**src/rtl/pps_pkg.sv**
```systemverilog
package pps_pkg;

   // Direction the line ladder is moving in.
   typedef enum logic [1:0] {
      STEP_HOLD = 2'd0,
      STEP_UP   = 2'd1,
      STEP_DOWN = 2'd2
   } step_dir_e;

endpackage

```
**src/rtl/pps_frame_timer.sv**
```systemverilog
module pps_frame_timer #(
   parameter int DLY_W = 3
) (
   input  logic             clk,
   input  logic             rst_n,
   input  logic             active,
   input  logic             restart,
   input  logic             frame_start,
   input  logic [DLY_W-1:0] dly,
   output logic             tick
);
   localparam int CNT_W = DLY_W + 1;

   logic [DLY_W-1:0] frame_cnt;
   logic [CNT_W-1:0] cnt_inc;
   logic [CNT_W-1:0] limit;

   // A zero delay field is treated as one frame.
   always_comb begin
      limit   = (dly == '0) ? CNT_W'(1) : {1'b0, dly};
      cnt_inc = {1'b0, frame_cnt} + CNT_W'(1);
   end

   assign tick = active && !restart && frame_start && (cnt_inc >= limit);

   always_ff @(posedge clk) begin
      if (!rst_n) begin
         frame_cnt <= '0;
      end else if (restart || !active || tick) begin
         frame_cnt <= '0;
      end else if (frame_start) begin
         frame_cnt <= cnt_inc[DLY_W-1:0];
      end
   end

endmodule

```
**src/rtl/pps_step_ctrl.sv**
```systemverilog
module pps_step_ctrl
   import pps_pkg::*;
#(
   parameter int N_LINES = 3,
   parameter int LVL_W   = $clog2(N_LINES + 1)
) (
   input  logic             clk,
   input  logic             rst_n,
   input  step_dir_e        dir,
   input  logic             tick,
   output logic [LVL_W-1:0] lvl
);

   always_ff @(posedge clk) begin
      if (!rst_n) begin
         lvl <= '0;
      end else if (tick) begin
         unique case (dir)
            STEP_UP:   lvl <= lvl + LVL_W'(1);
            STEP_DOWN: lvl <= lvl - LVL_W'(1);
            default:   lvl <= lvl;
         endcase
      end
   end

endmodule

```
**src/rtl/panel_pwr_seq.sv**
```systemverilog
module panel_pwr_seq
   import pps_pkg::*;
#(
   parameter int N_LINES = 3,
   parameter int DLY_W   = 3
) (
   input  logic               clk,
   input  logic               rst_n,
   input  logic               frame_start,
   input  logic               pwr_req,
   input  logic [DLY_W-1:0]   dly_sel,
   output logic [N_LINES-1:0] panel_ctl,
   output logic               pwr_on_sts,
   output logic               seq_busy
);
   localparam int LVL_W = $clog2(N_LINES + 1);
   localparam logic [LVL_W-1:0] LVL_FULL = LVL_W'(N_LINES);

   generate
      if (N_LINES < 1 || N_LINES > 15) begin : g_bad_lines
         $error("panel_pwr_seq: N_LINES must be 1..15");
      end
      if (DLY_W < 1 || DLY_W > 16) begin : g_bad_dly
         $error("panel_pwr_seq: DLY_W must be 1..16");
      end
   endgenerate

   logic [LVL_W-1:0] lvl;
   step_dir_e        dir;
   logic             req_q;
   logic             restart;
   logic             tick;

   // Direction towards the requested end state.
   always_comb begin
      if (pwr_req) dir = (lvl != LVL_FULL) ? STEP_UP : STEP_HOLD;
      else         dir = (lvl != '0)       ? STEP_DOWN : STEP_HOLD;
   end

   assign seq_busy = (dir != STEP_HOLD);
   assign restart  = (pwr_req != req_q);

   always_ff @(posedge clk) begin
      if (!rst_n) req_q <= 1'b0;
      else        req_q <= pwr_req;
   end

   pps_frame_timer #(.DLY_W(DLY_W)) u_timer (
      .clk         (clk),
      .rst_n       (rst_n),
      .active      (seq_busy),
      .restart     (restart),
      .frame_start (frame_start),
      .dly         (dly_sel),
      .tick        (tick)
   );

   pps_step_ctrl #(.N_LINES(N_LINES), .LVL_W(LVL_W)) u_steps (
      .clk   (clk),
      .rst_n (rst_n),
      .dir   (dir),
      .tick  (tick),
      .lvl   (lvl)
   );

   // Status follows only the final step of a full sequence.
   always_ff @(posedge clk) begin
      if (!rst_n) begin
         pwr_on_sts <= 1'b0;
      end else if (tick) begin
         if (dir == STEP_UP && lvl == LVL_FULL - LVL_W'(1))
            pwr_on_sts <= 1'b1;
         else if (dir == STEP_DOWN && lvl == LVL_W'(1))
            pwr_on_sts <= 1'b0;
      end
   end

   // Line i is on once the ladder has climbed past rung i.
   generate
      for (genvar i = 0; i < N_LINES; i++) begin : g_line
         assign panel_ctl[i] = (lvl > LVL_W'(i));
      end
   endgenerate

endmodule

```
**config.mk**
```make
export PLATFORM = sky130hd
export DESIGN_NAME = panel_pwr_seq
export DESIGN_NICKNAME = d
export VERILOG_FILES = /design/src/rtl/pps_pkg.sv /design/src/rtl/pps_frame_timer.sv /design/src/rtl/pps_step_ctrl.sv /design/src/rtl/panel_pwr_seq.sv
export SDC_FILE = /design/constraint.sdc
export NUM_CORES = 1
export LEC_CHECK = 0
export ABC_AREA = 0
export BUFFER_PORTS_ARGS = -buffer_cell sky130_fd_sc_hd__buf_2
export CAP_MARGIN = 20
export CORE_AREA = 5 5 42 44
export DETAILED_ROUTE_END_ITERATION = 7
export DIE_AREA = 0 0 47 49
export PLACE_DENSITY = 0.59
export SYNTH_ARGS = -nofsm -noshare
export SYNTH_HDL_FRONTEND = slang
export SYNTH_SLANG_ARGS = --single-unit
```
**constraint.sdc**
```tcl
create_clock -name clk -period 1.6 [get_ports clk]
set_input_delay 0.24 -clock clk [delete_from_list [all_inputs] [get_ports clk]]
set_output_delay 0.24 -clock clk [all_outputs]
set_load 0.005 [all_outputs]
```
==> results of run 1 <==
-- cell families after synthesis --
family	after synthesis	synth area share, %
AO/OA/AOI/OAI	9	12.88
buffers and inverters	8	6.443
multiplexers	3	6.186
XOR/XNOR	4	7.218
flip-flops	7	28.87
adder cells (fa/ha/maj)	8	20.62
AND/OR/NAND/NOR	17	17.79
-- power breakdown --
part / switching [W] / total (W) / internal [W]
combinational: 0.0000270 / 0.0000528 / 0.0000258
sequential: 0.00000216 / 0.000179 / 0.000177
clock: 0.0000698 / 0.000165 / 0.0000955
total: 0.0000989 / 0.000397 / 0.000299
-- cell type report --
class	instances	area, um^2	area share, %
clock buffers	4	26.28	3.889
multi-input cells	41	345.3	51.11
repair buffers	19	115.1	17.04
inverters	7	26.28	3.889
well taps	16	20.02	2.963
flip-flops and latches	7	142.6	21.11
-- metal layers --
layer,share of wire (%),wire length [um]
met2,52,553
met3,5.3,57
met5,0,0
met1,41,442
met4,1.6,17
-- stage by stage --
step                hold WS (ns)  area (um^2)
floorplan                 0.3761        505.5
global placement          0.5416        635.6
detailed placement        0.5377        635.6
CTS                       0.2683        665.6
global route              0.2835        675.6
finish                    0.2839        675.6
-- sequential cells by signal, summed over array words and instances, names as in the netlist --
register	cells
u_timer.frame_cnt	3
u_steps.lvl	2
pwr_on_sts	1
req_q	1
-- worst reg2reg max path, delay by kind of cell (launching register included) --
family                     cells  cell delay [ns]
adders and majority gates      2             0.44
AOI/OAI and AO/OA              2             0.25
xor gates and xnor gates       1             0.13
muxes                          1             0.18
DFF                            1             0.33
and+or+nand+nor                1             0.24
-- worst max path at each step --
stage / from / endpoint / slack [ns] / cells after the start
6_report: u_timer.frame_cnt[1] / u_steps.lvl[0] / -0.05 / 7
5_1_grt: u_timer.frame_cnt[0] / u_steps.lvl[0] / -0.13 / 7
4_1_cts: u_timer.frame_cnt[1] / u_steps.lvl[0] / -0.03 / 7
3_5_place_dp: u_timer.frame_cnt[1] / u_steps.lvl[0] / -0.10 / 7
3_3_place_gp: u_timer.frame_cnt[0] / u_steps.lvl[0] / -0.08 / 7
2_1_floorplan: u_timer.frame_cnt[0] / u_steps.lvl[0] / 0.01 / 7
-- cell usage in the layout, fill, tap and decap left out, drive strengths merged --
master  count
a21oi       1
xor2        2
dfxtp       7
ha          8
nand3b      1
o21ai       2
a41o        1
nand2       6
a221o       1
o21bai      1
buf        19
xnor2       2
mux2i       3
and3        1
nor2        5
or3         1
a31oi       2
inv         7
clkbuf      4
nor3b       1
nor4        1
a211oi      1
and2        1
-- what timing repair did --
item | 4_1_cts | 5_1_grt
gates resized for setup | 1 | 2
pin swaps | 2 | 2
setup endpoints to repair | 6 | 6
==> results by group, run 1 <==
Run status
  • Outcome: finished with violations
  • Failing checks: negative setup slack

GRT
  • Vias in the first global route: 475
  • First-pass GRT wire length: 1890 um
  • Grt met1 use: 13.27%
  • Largest net degree at the start of global routing: 8
  • Initial antenna violation count: 0
  • GRT Total Usage: 11.29%
  • M3 GR Usage: 3.321%
  • Gr ovfl total: 0
  • Most used routing layer: met2
  • Met2 GRT Util: 16.97%

CTS
  • Sink Count: 7
  • Clock transition at the registers of the reported paths: 0.06 ns
  • Post-CTS setup buffers: 0
  • H-tree depth: 1
  • TritonCTS clock tree: done
  • Clk_lat worst skew: 0.25 ns
  • Clk buf depth: 2
  • CTS buffer count: 3
  • Clock root buffer: clkbuf_4
  • Post-CTS Hold Fix Bufs: 0

STA
  • Clock skew: 0.002506 ns
  • Final TNS setup: -0.1110 ns
  • RSZ-0062 raised after global routing: true
  • Fmax: 607.3 MHz
  • Final min period: 1.647 ns
  • Rel. slew slack: 83.56%
  • Final worst slack: -0.04667 ns
  • Slew Limit Fails: 0
  • Hold Vio Cnt, Final: 0
  • Worst Tran Pin Value: 0.2443 ns
  • Crit share post-route: 102.9%
  • Endpoints failing setup: 6

Route
  • Pre-antenna DRT Iters: 4
  • Post-DR vias/cell: 4.819
  • DR WL/cell: 11.38 um
  • Initial drt markers: 11
  • Post-DRT Antenna Nets: 0
  • Drt drc: 0
  • Final wirelength: 1070 um
  • Vias: 453

Setup path
  • Critical Path AT: 1.83 ns
  • Buffers and inverters on the worst path: 0
  • Slowest stage delay, CP: 0.33 ns
  • RR Endpoint: u_steps.lvl[0]
  • Flop-to-flop setup slack: -0.05 ns
  • Most used cell, CP: o21ai_2
  • Crit path required time: 1.78 ns
  • CP cell instances: ha_4 -> xor2_1 -> ha_1 -> o21ai_2 -> o21ai_2 -> and3_4 -> mux2i_1
  • CP max FO: 4
  • Critical R2R Launch: u_timer.frame_cnt[1]
  • Worst reg2reg path depth: 7
  • Critical path class: register to register
  • CP max stage cell: dfxtp_2
  • Crit-path leading delay family: adder cells
  • Worst Setup End Kind: register
  • CP startpoint kind: register

Pwr
  • Static leakage: 0.3419 nW
  • Pwr Density: 588.3 mW/mm^2
  • Final Power: 0.0003975 W
  • Max VDD drop: 0.0003352 V

Logic synthesis
  • Post-synth top area cell: dfxtp_1
  • Yosys warns: 0
  • Post-synth ARST share: 0%
  • Largest cells by area after synthesis: dfxtp_1, ha_1, mux2i_1
  • Top-count cell post-synth: ha_1
  • Syn_area_per_cell: 8.669 um^2
  • Post-synthesis cell count: 56
  • Area share of the largest cell type after synthesis: 28.87%
  • Most common flop cell mapped by yosys: dfxtp_1
  • FF+latch count, synth: 7
  • Unique masters post-synth: 23
  • Number of synthesized flops with an enable pin: 0
  • Synth cell count leaders: ha_1, dfxtp_1, inv_1
  • Register area share after synthesis: 28.87%
  • Mapped Nets: 71
  • Synth Cell Area: 485.5 um^2

Die
  • Die height: 49 um
  • Core area: 0.001401 mm^2
  • Die area: 0.002303 mm^2
  • IO Pins: 12
  • Row count: 14
  • Die width: 47 um
  • Starting density of the core: 34.64%

Placed design
  • Post-detail-place hpwl: 867.2 um
  • Placement Setup Slack: -0.1013 ns
  • GP Congestion: 0.8265
  • Placed cell count: 90
  • IO buf count: 11

Worst hold path
  • Hold path start: rst_n
  • Hold Crit Endpoint: u_steps.lvl[0]
  • Hold Crit Depth: 3
  • Hold Path Class: input port to register

Final layout
  • Final-stage net count: 94
  • Area growth syn-to-layout: 39.18%
  • Non-Filler Instances: 94
  • Layout cells sized above 1: 38.46%
  • Final Util: 48.21%
  • Diode count: 0
  • Fillcell total: 152

Flow run
  • Max Cap Viol: 0
(Power assumes the default switching activity.)
==> inputs of run 2 (changes only) <==
- CORE_AREA: 5 5 42 44 -> unset
- CORE_MARGIN: unset -> 1.5
- CORE_UTILIZATION: unset -> 35
- DIE_AREA: 0 0 47 49 -> unset
- PLACE_DENSITY: 0.59 -> 0.57
- SETUP_SLACK_MARGIN: unset -> 0.15
==> results by group, run 2 (same netlist as run 1, synthesis figures left out) <==
Run status
  • Outcome: finished with violations
  • Failing checks: negative setup slack

Final layout
  • Top Registers: u_timer.frame_cnt x3, u_steps.lvl x2
  • Fillcell total: 111
  • Area growth syn-to-layout: 60.82%
  • Commonest non-fill, non-tap cells in the layout: buf_2, nand2_1, ha_4, buf_4
  • Most common cell after layout, fill and taps aside: buf_2
  • Final-stage net count: 95
  • Largest register FFs: 3
  • Diode count: 0
  • Multi-input gate area: 430.4 um^2
  • Reg with most FFs: u_timer.frame_cnt
  • Register area: 145.1 um^2
  • Layout cells sized above 1: 55.70%

Route
  • Final wirelength: 1195 um
  • Post-DR vias/cell: 4.745
  • Post-DRT Antenna Nets: 0
  • Initial drt markers: 7
  • WL met3: 34 um
  • WL met1: 549 um
  • Detail Route met2 WL: 612 um
  • DR WL/cell: 12.71 um
  • Pre-antenna DRT Iters: 4
  • Max layer used: met3
  • Vias: 446
  • Drt drc: 0

STA
  • Fmax: 608.0 MHz
  • Slew Limit Fails: 0
  • Crit share post-route: 102.8%
  • Clock skew: 0.004323 ns
  • Final min period: 1.645 ns
  • WHS: 0.2869 ns
  • Rel. slew slack: 73.69%
  • Worst Tran Pin Value: 0.3911 ns
  • Hold Vio Cnt, Final: 0
  • RSZ-0062 raised after global routing: true
  • Endpoints failing setup: 6
  • Final worst slack: -0.04485 ns

Pwr
  • Static leakage: 0.3479 nW
  • Max VDD drop: 0.0002569 V
  • Pwr Density: 524.9 mW/mm^2

Setup path
  • Flop-to-flop setup slack: -0.04 ns
  • CP max FO: 3
  • CP startpoint kind: register
  • Critical path class: register to register
  • Crit path required time: 1.79 ns
  • Worst reg2reg path depth: 7
  • Worst Setup End Kind: register
  • RR Endpoint: u_timer.frame_cnt[0]
  • Critical R2R Launch: u_timer.frame_cnt[0]
  • Critical Path AT: 1.83 ns
  • Critical Path Start: u_timer.frame_cnt[0]

CTS
  • Clk buf depth: 2
  • TritonCTS clock tree: done
  • Clock transition at the registers of the reported paths: 0.06 ns
  • Sink Count: 7
  • Clock root buffer: clkbuf_4
  • CTS buffer count: 3
  • Clk_lat worst skew: 0.25 ns
  • H-tree depth: 1

GRT
  • Gr ovfl total: 0
  • Initial antenna violation count: 0
  • Largest net degree at the start of global routing: 8
  • First-pass GRT wire length: 1704 um
  • GRT Total Usage: 15.60%
  • Vias in the first global route: 418

Placed design
  • GP Congestion: 0.7030
  • Placement Setup Slack: -0.08825 ns
  • IO buf count: 11
  • Post-detail-place hpwl: 821.8 um

Die
  • Core area: 0.001301 mm^2
  • Die height: 40.25 um
  • Row count: 13
  • Starting density of the core: 37.31%
  • Die width: 40.25 um
  • Die area: 0.001620 mm^2
  • IO Pins: 12

Worst hold path
  • Hold Crit Endpoint: u_steps.lvl[0]
  • Hold path start: rst_n
  • Hold Path Class: input port to register
  • Hold Crit Depth: 3

Flow run
  • Max Cap Viol: 0
==> run 2: timing repair <==
item | 4_1_cts | 5_1_grt
gates resized for setup | 12 | 11
setup buffers | 0 | 1
gates cloned | 0 | 0
endpoints found under the hold margin | 0 | 0
setup endpoints to repair | 7 | 7
hold buffers | 0 | 0
pin swaps | 3 | 9
==> run 2: per-layer routing <==
metal  global-route usage, %  vias up
met5                       0        -
met1                   20.67      199
met2                   25.00       10
li1                        -      237
met4                   5.000        0
met3                   3.333        0
==> run 2: worst max-delay path by stage <==
stage / to / cells after the start / slack (ns)
floorplan: u_steps.lvl[0] / 7 / 0.01
finish: u_timer.frame_cnt[0] / 7 / -0.04
global route: u_timer.frame_cnt[1] / 7 / -0.12
CTS: u_timer.frame_cnt[0] / 7 / -0.06
detailed placement: u_steps.lvl[1] / 7 / -0.09
global placement: u_steps.lvl[1] / 7 / -0.07
==> run 2: layout make-up <==
| cell class | instances | area share [%] |
|---|---|---|
| sequential | 7 | 18.59 |
| inverter | 7 | 3.365 |
| tap | 15 | 2.404 |
| timing repair buffer | 20 | 17.15 |
| multi-input combinational | 41 | 55.13 |
| clock buffer | 4 | 3.365 |
==> run 2: per-stage QoR <==
step           area, um^2  cells  TNS [ns]  power (W)  util [%]
6_report            780.7     94   -0.2235  0.0004098     60.00
5_1_grt             780.7     94   -0.5886  0.0004358     60.00
4_1_cts             701.9     93   -0.2223  0.0003995     53.94
3_5_place_dp        634.4     89   -0.3637  0.0002324     48.75
3_3_place_gp        634.4     89   -0.1892  0.0002322     48.75
2_1_floorplan       505.5     56         0  0.0002113         -
==> run 2: critical path: stages, from the launching register on <==
cell	delay (ns)
dfxtp_2	0.33
ha_4	0.16
xor2_2	0.16
ha_4	0.16
a31oi_2	0.17
o21ai_2	0.10
a221o_1	0.40
nor2_1	0.10
==> run 2: power by group <==
| group | internal, W | switching [W] |
|---|---|---|
| clock network | 0.0000955 | 0.0000692 |
| registers | 0.000177 | 0.00000224 |
| logic | 0.0000322 | 0.0000334 |
| total | 0.000305 | 0.000105 |
